--- config.mk ---
export PLATFORM = sky130hd
export DESIGN_NAME = dcpwm_top
export DESIGN_NICKNAME = d
export VERILOG_FILES = /design/src/rtl/dcpwm_pkg.sv /design/src/rtl/dcpwm_shadow.sv /design/src/rtl/dcpwm_counter.sv /design/src/rtl/dcpwm_flags.sv /design/src/rtl/dcpwm_top.sv
export SDC_FILE = /design/constraint.sdc
export NUM_CORES = 1
export LEC_CHECK = 0
export CAP_MARGIN = 20
export CORE_UTILIZATION = 30
export DETAILED_ROUTE_END_ITERATION = 12
export PLACE_DENSITY_LB_ADDON = 0.1
export REMOVE_ABC_BUFFERS = 1
export SLEW_MARGIN = 20
export SYNTH_ARGS = -nofsm -noshare
export SYNTH_HDL_FRONTEND = slang
export SYNTH_HIERARCHICAL = 1
export SYNTH_SLANG_ARGS = --single-unit
--- constraint.sdc ---
create_clock -name clk -period 2.05 [get_ports clk]
set_input_delay 0.205 -clock clk [delete_from_list [all_inputs] [get_ports clk]]
set_output_delay 0.205 -clock clk [all_outputs]
set_load 0.02 [all_outputs]
--- src/rtl/dcpwm_pkg.sv ---
package dcpwm_pkg;

    // Default counter width
    localparam int unsigned CNT_W = 8;

    // Channel indices into the per-channel arrays
    localparam int unsigned CH_PER = 0;
    localparam int unsigned CH_LOW = 1;
    localparam int unsigned N_CH   = 2;

    // Sequencer phase
    typedef enum logic [1:0] {
        PH_STOP = 2'd0,
        PH_LOW  = 2'd1,
        PH_HIGH = 2'd2
    } phase_e;

    // Events produced by the sequencer in one clock
    typedef struct packed {
        logic start;    // counting begins
        logic step;     // a counted tick
        logic per_hit;  // period counter reached its latch
        logic low_hit;  // low counter reached its latch
    } seq_evt_t;

    // True when a low-width value asks for a cycle with no low phase
    function automatic logic no_low_phase(input logic [CNT_W-1:0] v);
        return (v == '0);
    endfunction

endpackage

--- src/rtl/dcpwm_shadow.sv ---
module dcpwm_shadow #(
    parameter int unsigned W = 8
) (
    input  logic         clk,
    input  logic         rst,
    input  logic         wr_en,
    input  logic [W-1:0] wr_data,
    input  logic         load,
    output logic [W-1:0] reg_q,
    output logic [W-1:0] lat_q
);

    // Data register written by software
    always_ff @(posedge clk) begin
        if (rst) begin
            reg_q <= '0;
        end else if (wr_en) begin
            reg_q <= wr_data;
        end
    end

    // Compare latch: takes the register value as it stood before this clock
    always_ff @(posedge clk) begin
        if (rst) begin
            lat_q <= '0;
        end else if (load) begin
            lat_q <= reg_q;
        end
    end

endmodule

--- src/rtl/dcpwm_counter.sv ---
module dcpwm_counter #(
    parameter int unsigned W = 8
) (
    input  logic         clk,
    input  logic         rst,
    input  logic         clr,
    input  logic         inc,
    output logic [W-1:0] cnt_q
);

    always_ff @(posedge clk) begin
        if (rst) begin
            cnt_q <= '0;
        end else if (clr) begin
            cnt_q <= '0;
        end else if (inc) begin
            cnt_q <= cnt_q + 1'b1;
        end
    end

endmodule

--- src/rtl/dcpwm_flags.sv ---
module dcpwm_flags #(
    parameter int unsigned N = 2
) (
    input  logic         clk,
    input  logic         rst,
    input  logic [N-1:0] set,
    input  logic [N-1:0] clr,
    input  logic [N-1:0] en,
    output logic [N-1:0] flag_q,
    output logic         irq
);

    for (genvar i = 0; i < N; i++) begin : g_flag
        always_ff @(posedge clk) begin
            if (rst) begin
                flag_q[i] <= 1'b0;
            end else if (set[i]) begin
                flag_q[i] <= 1'b1;
            end else if (clr[i]) begin
                flag_q[i] <= 1'b0;
            end
        end
    end

    assign irq = |(flag_q & en);

endmodule

--- src/rtl/dcpwm_top.sv ---
module dcpwm_top
    import dcpwm_pkg::*;
#(
    parameter int unsigned W = CNT_W
) (
    input  logic         clk,
    input  logic         rst,
    input  logic         run_i,
    input  logic         tick_i,
    input  logic         per_wr_i,
    input  logic         low_wr_i,
    input  logic [W-1:0] wr_data_i,
    input  logic         per_ie_i,
    input  logic         low_ie_i,
    input  logic         per_clr_i,
    input  logic         low_clr_i,
    output logic         pwm_o,
    output logic         per_flag_o,
    output logic         low_flag_o,
    output logic         irq_o
);

    localparam int unsigned XW = W + 1;

    // Per-channel arrays, indexed by CH_PER / CH_LOW
    logic         shd_wr   [N_CH];
    logic         shd_load [N_CH];
    logic [W-1:0] shd_reg  [N_CH];
    logic [W-1:0] shd_lat  [N_CH];
    logic         cnt_clr  [N_CH];
    logic         cnt_inc  [N_CH];
    logic [W-1:0] cnt_val  [N_CH];

    phase_e       phase_q, phase_d;
    seq_evt_t     ev;
    logic         pwm_q, pwm_d;
    logic         next_high;   // cycle being (re)started has no low phase
    logic [XW-1:0] low_nxt;

    assign shd_wr[CH_PER] = per_wr_i;
    assign shd_wr[CH_LOW] = low_wr_i;

    for (genvar c = 0; c < N_CH; c++) begin : g_ch
        dcpwm_shadow #(.W(W)) u_shadow (
            .clk    (clk),
            .rst    (rst),
            .wr_en  (shd_wr[c]),
            .wr_data(wr_data_i),
            .load   (shd_load[c]),
            .reg_q  (shd_reg[c]),
            .lat_q  (shd_lat[c])
        );

        dcpwm_counter #(.W(W)) u_cnt (
            .clk  (clk),
            .rst  (rst),
            .clr  (cnt_clr[c]),
            .inc  (cnt_inc[c]),
            .cnt_q(cnt_val[c])
        );
    end

    // Event decode
    assign low_nxt   = {1'b0, cnt_val[CH_LOW]} + 1'b1;
    assign next_high = no_low_phase(shd_reg[CH_LOW]);

    always_comb begin
        ev.start   = run_i && (phase_q == PH_STOP);
        ev.step    = run_i && (phase_q != PH_STOP) && tick_i;
        ev.per_hit = ev.step && (cnt_val[CH_PER] == shd_lat[CH_PER]);
        ev.low_hit = ev.step && !ev.per_hit && (phase_q == PH_LOW)
                     && (low_nxt == {1'b0, shd_lat[CH_LOW]});
    end

    // Latch reloads
    assign shd_load[CH_PER] = ev.start || ev.per_hit;
    assign shd_load[CH_LOW] = ev.start || ev.per_hit || ev.low_hit;

    // Counter control: both return to zero at stop, start and period end
    assign cnt_clr[CH_PER] = !run_i || ev.start || ev.per_hit;
    assign cnt_clr[CH_LOW] = !run_i || ev.start || ev.per_hit;
    assign cnt_inc[CH_PER] = ev.step;
    assign cnt_inc[CH_LOW] = ev.step && (phase_q == PH_LOW) && !ev.low_hit;

    // Phase sequencing
    always_comb begin
        phase_d = phase_q;
        if (!run_i) begin
            phase_d = PH_STOP;
        end else if (ev.start || ev.per_hit) begin
            phase_d = next_high ? PH_HIGH : PH_LOW;
        end else if (ev.low_hit) begin
            phase_d = PH_HIGH;
        end
    end

    // Output level: held whenever no event touches it
    always_comb begin
        pwm_d = pwm_q;
        if (ev.start || ev.per_hit) begin
            pwm_d = next_high;
        end else if (ev.low_hit) begin
            pwm_d = 1'b1;
        end
    end

    always_ff @(posedge clk) begin
        if (rst) begin
            phase_q <= PH_STOP;
            pwm_q   <= 1'b0;
        end else begin
            phase_q <= phase_d;
            pwm_q   <= pwm_d;
        end
    end

    // Match flags and interrupt
    logic [N_CH-1:0] flg_set, flg_clr, flg_en, flg_q;

    assign flg_set[CH_PER] = ev.per_hit;
    assign flg_set[CH_LOW] = ev.low_hit || ((ev.start || ev.per_hit) && next_high);
    assign flg_clr[CH_PER] = per_clr_i;
    assign flg_clr[CH_LOW] = low_clr_i;
    assign flg_en[CH_PER]  = per_ie_i;
    assign flg_en[CH_LOW]  = low_ie_i;

    dcpwm_flags #(.N(N_CH)) u_flags (
        .clk   (clk),
        .rst   (rst),
        .set   (flg_set),
        .clr   (flg_clr),
        .en    (flg_en),
        .flag_q(flg_q),
        .irq   (irq_o)
    );

    assign pwm_o      = pwm_q;
    assign per_flag_o = flg_q[CH_PER];
    assign low_flag_o = flg_q[CH_LOW];

endmodule

==> results_dict.tcl, run 1 <==
set metrics [dict create \
    status "finished, violations left" \
    violations "setup timing" \
    worst_pin_slew_ps 602 \
    ys_types 46 \
    postSynthCellCount 269 \
    fp.dieW_um 93.9 \
    floorplan.rows 33 \
    nets 363 \
    start_kind "flop" \
    initialDrtViolationCount 65 \
    finalClockSkew_ps 4.11 \
    hp-class "reg -> reg" \
    placed_cell_area_mm2 0.00315 \
    path_max_fanout 5 \
    grt_usage_pct 14.3 \
    finalSetupViolations 16 \
    leakagePower_nw 1.45 \
    timing.fmax_ghz 0.476 \
    die_h_um 93.9 \
    grt_pass1_wl_um 9640 \
    slew_headroom_pct 59.5 \
    clkTransAtPathRegs_ps 100 \
    p_per_area_mw_per_mm2 583 \
    cp-end-kind "flop" \
    worst_path_max_delay_cell "dfxtp_2" \
    antenna_cells 0 \
    final_area_mm2 0.00343 \
    ios 22 \
    synth_seq_cells 53 \
    post-place-ws_ps -202 \
    synth_area_mm2 0.00253 \
    vias 2064 \
    clock_sinks 53 \
    wl_um 5920 \
    cp_top_family "simple AND/OR/NAND/NOR gates" \
    finalHoldViolations 0 \
    worstRegToRegCells 10 \
    yosys_warnings 6 \
    cts_tree "built" \
    required_ps 2250 \
    fin_crit_ps 2100 \
    htreeDepth 2 \
    area_growth_pct 35.4 \
    finalCritPeriodShare_pct 102 \
    final.setup.tns_ps -308 \
    final.setup.worst_slack_ps -50.9 \
    dp_hpwl_um 4400 \
    synth_edf_count 0 \
    min_path_cells 1 \
    crit_buf_inv 1 \
    io_buffers 21 \
    first_pass_iters 4 \
    avgSynthCellArea_um2 9.41 \
    cts-root-buf "clkbuf_8" \
    ys_seq_area_share_pct 41.9 \
    rsz0062_at_grt "yes" \
    grt_overflow 0 \
    synthArstFlopShare_pct 0 \
    crit_path_max_incr_delay_ps 350 \
    insertion_delay_ps 300 \
    cap_violations 0 \
    cts_buffers 5 \
    critPathArrivalTime_ps 2300 \
    critPathKind "reg -> reg" \
    synth_flop_cell "dfxtp_1" \
    grt_max_degree 27 \
    crit_chain "ha_4 -> xor2_1 -> nor3_2 -> and3_1 -> nand3_2 -> nor4_4 -> nor2_4 -> buf_6 -> mux2i_1 -> nor2_1" \
    vdd_drop_max_uv 266 \
    gp_congestion 0.732 \
    finalMaxSlewViolations 0 \
    antenna_found_initial 0 \
    drc_errors 0 \
    wl_per_cell_um 13.2 \
    cp.depth 10 \
    design.core.area_mm2 0.00818 \
    initial_utilization_pct 31.0 \
    avgViaCountPerCell 4.62 \
    dieArea_mm2 0.00881 \
    grt_pass1_vias 2014 \
    hold_buffers 0 \
    clock_path_buffers 2 \
    drive_gt1_share_pct 28.4 \
    drtAntennaViolNets 0 \
]
where the power goes:
group	switching [W]	total (W)	internal [W]
clock network	0.000360	0.000597	0.000237
registers	0.0000288	0.00109	0.00107
logic	0.000143	0.000306	0.000164
total	0.000531	0.00200	0.00147
sequential cells by signal, summed over array words and instances, names as in the netlist:
register and flops:
g_ch.u_cnt/cnt_q 16, g_ch.u_shadow/lat_q 16, g_ch.u_shadow/reg_q 16, phase_q 2
u_flags/flag_q 2, pwm_o 1
through the flow:
| stage | std cells | hold slack, ps | total power (W) | utilization, % |
|---|---|---|---|---|
| floorplan | 257 | 274 | 0.00126 | - |
| global placement | 431 | 457 | 0.00142 | 38.5 |
| detailed placement | 431 | 474 | 0.00142 | 38.5 |
| CTS | 445 | 498 | 0.00202 | 41.1 |
| global route | 447 | 524 | 0.00209 | 41.9 |
| finish | 447 | 489 | 0.00200 | 41.9 |
area by class of cell:
type                       count  area, um^2
clock buffer                   5        68.8
sequential                    53        1070
multi-input combinational    201        1450
fill                         810        4750
clock inverter                 2        16.3
tap                          105         131
timing repair buffer          78         673
inverter                       3        11.3
final timing paths:
check	from	endpoint	slack (ps)
setup / recovery	g_ch[1].u_cnt/cnt_q[1]$_SDFFE_PP0P_	g_ch[1].u_cnt/cnt_q[1]$_SDFFE_PP0P_	-50
hold / removal	pwm_o$_SDFFE_PP0P_	pwm_o$_SDFFE_PP0P_	490
setup reg to reg	g_ch[1].u_cnt/cnt_q[1]$_SDFFE_PP0P_	g_ch[1].u_cnt/cnt_q[1]$_SDFFE_PP0P_	-50
hold reg to reg	pwm_o$_SDFFE_PP0P_	pwm_o$_SDFFE_PP0P_	490
metal layers:
metal,global-route usage (%),share of wire (%),wire length (um)
met1,18.2,49,2920
met2,24.3,48,2830
met3,3.07,2.2,133
met4,3.46,0.61,36
met5,0,0,0
cell usage in the layout (no fill, tap or decap), types with 2 or more instances in the layout:
cell type	n
mux2i_1	34
clkdlybuf4s50_1	21
nor2_4	2
a21oi_1	9
nand4_1	4
or2_2	2
o21ai_1	3
nand3_1	7
clkbuf_8	5
xor2_1	16
xnor2_1	5
o21ai_0	5
dfxtp_4	2
buf_6	6
buf_4	50
nand2_1	11
xnor2_2	2
nand2b_1	2
dfxtp_2	5
inv_1	3
nor4_1	2
or3_1	6
dfxtp_1	46
a22o_1	3
ha_1	2
nand4b_1	2
nor2b_1	5
nand3_2	3
nor4_2	3
nor2_1	47
cells by family after synthesis:
kind of cell	Yosys count	share of synthesized area [%]
mux	34	13.4
xor+xnor	23	7.96
buf+inv	15	4.40
simple gates	109	22.1
compound gates	32	8.70
flops	53	41.9
fa+ha+maj	3	1.48
cells in the mapped netlist, types with 5 or more instances:
cell type	number	share of area, %
or3_1	6	1.5
xor2_1	16	5.5
o21ai_0	7	1.4
nand2_1	12	1.8
mux2i_1	34	13
dfxtp_1	53	42
nor2_1	50	7.4
buf_6	6	2.7
nor2b_1	5	1.2
a21oi_1	9	1.8
xnor2_1	7	2.4
nand3_1	8	1.6
repair_timing:
item,4_1_cts,5_1_grt
pin swaps,17,19
gates resized for setup,20,14
endpoints found under the setup margin,17,26
setup buffers,7,2
Power figures use the tool's default switching activity.
==> run 2: changes to the inputs <==
- CORE_MARGIN: not set -> 2
==> run 2 against run 1 <==
  * The flow still finishes with violations (setup timing)
  * Combinational power is 1% higher
  * Sequential share of layout area is 0.12 points lower
  * Sequential cell count stayed put
  * Wire length is 0.10% lower
  * Die area is 4.3% higher
  * Clock power is 11% higher
  * Register-to-register slack hardly changed
  * Worst hold slack better by 3.7 ps
  * Utilization hardly changed
  * Via count is 0.48% higher
  * Critical path type unchanged
  * Highest routed layer unchanged
==> results_dict.tcl, run 2 (same netlist as run 1, synthesis figures left out) <==
set metrics [dict create \
    status "finished, violations left" \
    violations "setup timing" \
    grt_usage_pct 13.7 \
    avgViaCountPerCell 4.68 \
    io_buffers 21 \
    initial_utilization_pct 30.8 \
    final_cell_mix "47 x nor2_1, 46 x dfxtp_1, 46 x buf_4, 34 x mux2i_1, 21 x clkdlybuf4s50_1" \
    drtAntennaViolNets 0 \
    area_growth_pct 36.3 \
    leakagePower_nw 1.44 \
    cap_violations 0 \
    grt_pass1_wl_um 9440 \
    design.core.area_mm2 0.00822 \
    finish.utilization_pct 42.0 \
    hp-class "reg -> reg" \
    vias 2074 \
    cp_top_family "simple AND/OR/NAND/NOR gates" \
    wl_per_cell_um 13.3 \
    final.setup.tns_ps -384 \
    nets 358 \
    post-place-ws_ps -280 \
    grt_overflow 0 \
    critPathKind "reg -> reg" \
    clock_path_buffers 2 \
    dp_hpwl_um 4430 \
    placed_cell_area_mm2 0.00317 \
    first_pass_iters 4 \
    timing.hold.ws_ps 493 \
    grt_max_degree 34 \
    ios 22 \
    vdd_drop_max_uv 286 \
    finalCritPeriodShare_pct 102 \
    reg_top3 "g_ch.u_cnt/cnt_q: 16 flops, g_ch.u_shadow/lat_q: 16 flops, g_ch.u_shadow/reg_q: 16 flops" \
    final.setup.worst_slack_ps -51.1 \
    htreeDepth 2 \
    finalSetupViolations 12 \
    finalClockSkew_ps 9.71 \
    die_h_um 95.9 \
    power.internal_w 0.00151 \
    insertion_delay_ps 320 \
    antenna_cells 0 \
    switching_share_pct 26.8 \
    final_area_mm2 0.00345 \
    grt_pass1_vias 1916 \
    slew_headroom_pct 67.0 \
    worst_path_max_delay_cell "dfxtp_4" \
    clkTransAtPathRegs_ps 100 \
    clock_sinks 53 \
    finalHoldViolations 0 \
    drc_errors 0 \
    cp-end-kind "flop" \
    start_kind "flop" \
    crit_chain "xnor2_2 -> buf_4 -> a31oi_4 -> and2b_2 -> buf_6 -> nand4b_1 -> o21bai_2 -> buf_12 -> mux2i_1 -> nor2_1" \
    combPwrFrac_pct 15.0 \
    cts-root-buf "clkbuf_8" \
    p_per_area_mw_per_mm2 600 \
    drive_gt1_share_pct 28.1 \
    cts_buffers 5 \
    dieArea_mm2 0.00919 \
    power_frac_clock_pct 32.1 \
    timing.fmax_ghz 0.476 \
    floorplan.rows 33 \
    cts_tree "built" \
    crit_path_max_incr_delay_ps 380 \
    critPathArrivalTime_ps 2320 \
    layout_commonest_cell "nor2_1" \
    pwr-share-seq_pct 52.9 \
    power_switching_w 0.000555 \
    worst_pin_slew_ps 494 \
    finalMaxSlewViolations 0 \
    wl_um 5910 \
    path_max_fanout 8 \
    gp_congestion 0.801 \
    fp.dieW_um 95.9 \
    rsz0062_at_grt "yes" \
    hold_buffers 0 \
    antenna_found_initial 0 \
    crit_buf_inv 3 \
    initialDrtViolationCount 104 \
    fin_crit_ps 2100 \
    required_ps 2270 \
]
run 2: cell types whose count changed in the layout (fill, tap and decap cells not counted), sizes merged:
cell      previous run  this run
clkbuf               5         6
clkinvlp             1         0
inv                  3         4
buf                 57        52
run 2: power groups by stage:
stage	sequential (W)	combinational, W	clock (W)
3_3_place_gp	0.00112	0.000295	0
2_1_floorplan	0.00112	0.000140	0
5_1_grt	0.00110	0.000340	0.000738
6_report	0.00109	0.000310	0.000665
4_1_cts	0.00110	0.000308	0.000701
3_5_place_dp	0.00112	0.000295	0
run 2: worst register-to-register path: stages, from the launching register on:
cell	delay, ps
dfxtp_4	380
xnor2_2	130
buf_4	150
a31oi_4	170
and2b_2	250
buf_6	110
nand4b_1	180
o21bai_2	220
buf_12	170
mux2i_1	200
nor2_1	50
run 2: path summary, 6_finish.rpt:
check	startpoint	endpoint	slack [ps]	cells past startpoint
worst max-delay path	g_ch[1].u_cnt/cnt_q[4]$_SDFFE_PP0P_	g_ch[1].u_shadow/lat_q[5]$_SDFFE_PP0P_	-50	10
worst min register to register	u_flags/flag_q[1]$_SDFFE_PP0P_	u_flags/flag_q[1]$_SDFFE_PP0P_	490	2
worst max register to register	g_ch[1].u_cnt/cnt_q[4]$_SDFFE_PP0P_	g_ch[1].u_shadow/lat_q[5]$_SDFFE_PP0P_	-50	10
worst min-delay path	u_flags/flag_q[1]$_SDFFE_PP0P_	u_flags/flag_q[1]$_SDFFE_PP0P_	490	2
run 2: timing repair:
| action | CTS | global route |
|---|---|---|
| buffers inserted | 2 | 1 |
| gates resized for setup | 29 | 9 |
| endpoints found under the setup margin | 18 | 19 |
| pin swaps | 14 | 16 |
run 2: per-stage QoR:
stage / power (W) / std cells
floorplan: 0.00126 / 257
global placement: 0.00142 / 432
detailed placement: 0.00142 / 432
CTS: 0.00210 / 442
global route: 0.00218 / 443
finish: 0.00207 / 443
run 2: area by class of cell:
class | instances | area [um^2]
Tap cell | 105 | 131
Clock inverter | 2 | 17.5
Fill cell | 847 | 4770
Timing Repair Buffer | 73 | 641
Sequential cell | 53 | 1080
Inverter | 3 | 11.3
Multi-Input combinational cell | 201 | 1490
Clock buffer | 6 | 82.6
run 2: layer usage:
| metal | global-route usage (%) | share of wire [%] | vias up |
|---|---|---|---|
| met1 | 19.5 | 50 | 956 |
| li1 | - | - | 1078 |
| met3 | 2.98 | 3.8 | 8 |
| met5 | 0 | 0 | - |
| met4 | 4.64 | 1.4 | 0 |
| met2 | 20.5 | 45 | 32 |
==> run 3: changes to the inputs <==
- clock period: 2.05 -> 2.4 ns (I/O delays scaled with it)
==> run 3 against run 2 <==
  * Largest cell class unchanged
  * First-iteration DRC count down 4.8%
  * The run now ends clean
  * Sequential power fell by 14%
  * Die area did not move
  * Cell count shrank 7.2%
  * Power down 19%
  * Global-route usage decreased by 0.49 points
  * Register-to-register slack better by 190 ps
  * Fmax is 6.9% lower
  * Cell area decreased by 12%
  * Non-clock buffer count is 32 lower
  * Worst hold slack worse by 13 ps
  * Highest routed layer unchanged
==> results_dict.tcl, run 3 (same netlist as run 1, synthesis figures left out) <==
set metrics [dict create \
    wl_um 5540 \
    power.internal_w 0.00123 \
    ctsResizeCount 0 \
    final_cell_mix "51 x dfxtp_1, 49 x nor2_1, 34 x mux2i_1, 21 x clkdlybuf4s50_1, 19 x buf_4" \
    dieArea_mm2 0.00919 \
    path_max_fanout 5 \
    reg_top3 "g_ch.u_cnt/cnt_q: 16 flops, g_ch.u_shadow/lat_q: 16 flops, g_ch.u_shadow/reg_q: 16 flops" \
    use_met1_pct 19.1 \
    grt_overflow 0 \
    grt_pass1_wl_um 9360 \
    grt_pass1_vias 1842 \
    final.setup.tns_ps 0 \
    htreeDepth 2 \
    fp.dieW_um 95.9 \
    initial_utilization_pct 30.8 \
    dp_hpwl_um 4170 \
    critPathKind "reg -> reg" \
    floorplan.rows 33 \
    wl_per_cell_um 13.5 \
    switching_share_pct 26.4 \
    timing.hold.ws_ps 480 \
    slew_headroom_pct 64.4 \
    critPathArrivalTime_ps 2460 \
    finalMaxSlewViolations 0 \
    min_from "pwm_o$_SDFFE_PP0P_" \
    r2r_slack_ps 140 \
    cts_buffers 5 \
    finalHoldViolations 0 \
    required_ps 2600 \
    grt_usage_pct 13.2 \
    power_switching_w 0.000442 \
    ios 22 \
    drtAntennaViolNets 0 \
    die_h_um 95.9 \
    hp-class "reg -> reg" \
    pwr-share-seq_pct 56.0 \
    p_per_area_mw_per_mm2 550 \
    final.setup.worst_slack_ps 143 \
    worstRegToRegCells 10 \
    hold_buffers 0 \
    crit_end "g_ch[1].u_cnt/cnt_q[0]$_SDFFE_PP0P_" \
    worst_path_max_delay_cell "nor4_4" \
    antenna_found_initial 0 \
    crit_chain "ha_2 -> xor2_1 -> nor3_1 -> and3_1 -> nand3_1 -> nor4_4 -> nor2_4 -> buf_4 -> xnor2_1 -> nor2_1" \
    cts-root-buf "clkbuf_8" \
    io_buffers 21 \
    initialDrtViolationCount 99 \
    finish.utilization_pct 37.1 \
    cp-end-kind "flop" \
    avgViaCountPerCell 4.67 \
    grt_max_degree 36 \
    min_path_cells 1 \
    start_kind "flop" \
    clock_path_buffers 2 \
    area_growth_pct 20.4 \
    r2r-end "g_ch[1].u_cnt/cnt_q[0]$_SDFFE_PP0P_" \
    crit_path_max_incr_delay_ps 370 \
    vias 1918 \
    first_pass_iters 4 \
    vdd_drop_max_uv 242 \
    drc_errors 0 \
    clock_sinks 53 \
    cp-startpoint "g_ch[1].u_cnt/cnt_q[1]$_SDFFE_PP0P_" \
    finalClockSkew_ps 7.36 \
    finalSetupViolations 0 \
    cap_violations 0 \
    post-place-ws_ps 41.4 \
    cts_tree "built" \
    cts_setup_buffers 0 \
    nets 326 \
    design.core.area_mm2 0.00822 \
    insertion_delay_ps 310 \
    combPwrFrac_pct 13.3 \
    stdcell_count 411 \
    leakagePower_nw 1.25 \
    status "complete, no violations" \
    clkTransAtPathRegs_ps 100 \
    finalCritPeriodShare_pct 94.1 \
    drive_gt1_share_pct 15.0 \
    timing.fmax_ghz 0.443 \
    worst_pin_slew_ps 532 \
    dpl.cell_count 403 \
    r2r-start "g_ch[1].u_cnt/cnt_q[1]$_SDFFE_PP0P_" \
    grt_util_met2_pct 20.0 \
    use_met3_pct 2.58 \
    layout_commonest_cell "dfxtp_1" \
    fin_crit_ps 2260 \
    power_frac_clock_pct 30.8 \
    antenna_cells 0 \
    busiest_layer "met2" \
    gp_congestion 0.696 \
]
run 3: critical path, delay by kind of cell, from the launching register on:
kind                       cells  cell delay [ps]
buffers and inverters          1              150
adders and majority gates      1              290
and+or+nand+nor                6             1050
DFF                            1              360
xor gates and xnor gates       2              310
run 3: final cells by class:
type	count	area, um^2
tap	105	131
clock buffer	5	68.8
sequential	53	1060
fill	828	5170
multi-input combinational	201	1380
inverter	3	11.3
timing repair buffer	41	373
clock inverter	3	21.3
run 3: metrics by stage:
| step | power (W) | instance area (um^2) |
|---|---|---|
| after floorplan | 0.00107 | 2430 |
| after global placement | 0.00118 | 2940 |
| after detailed placement | 0.00118 | 2940 |
| after CTS | 0.00171 | 3030 |
| after global routing | 0.00177 | 3050 |
| final | 0.00168 | 3050 |
run 3: worst min-delay path by stage:
stage / to / slack (ps)
finish: pwm_o$_SDFFE_PP0P_ / 480
global route: pwm_o$_SDFFE_PP0P_ / 490
floorplan: u_flags/flag_q[0]$_SDFFE_PP0P_ / 310
global placement: pwm_o$_SDFFE_PP0P_ / 450
CTS: pwm_o$_SDFFE_PP0P_ / 490
detailed placement: pwm_o$_SDFFE_PP0P_ / 460
run 3: power groups by stage:
stage                     Clock [W]  Sequential (W)  Combinational, W
after floorplan                   0        0.000954          0.000120
after global placement            0        0.000959          0.000225
after detailed placement          0        0.000960          0.000224
after CTS                  0.000547        0.000939          0.000225
after global routing       0.000580        0.000944          0.000245
final                      0.000516        0.000938          0.000222
run 3: layer usage:
layer  up-vias  wire length (um)  share of wire, %
li1       1006                 -                 -
met1       881              2970                54
met2        26              2350                42
met3         5               171               3.1
met4         0                50              0.90
met5         -                 0                 0
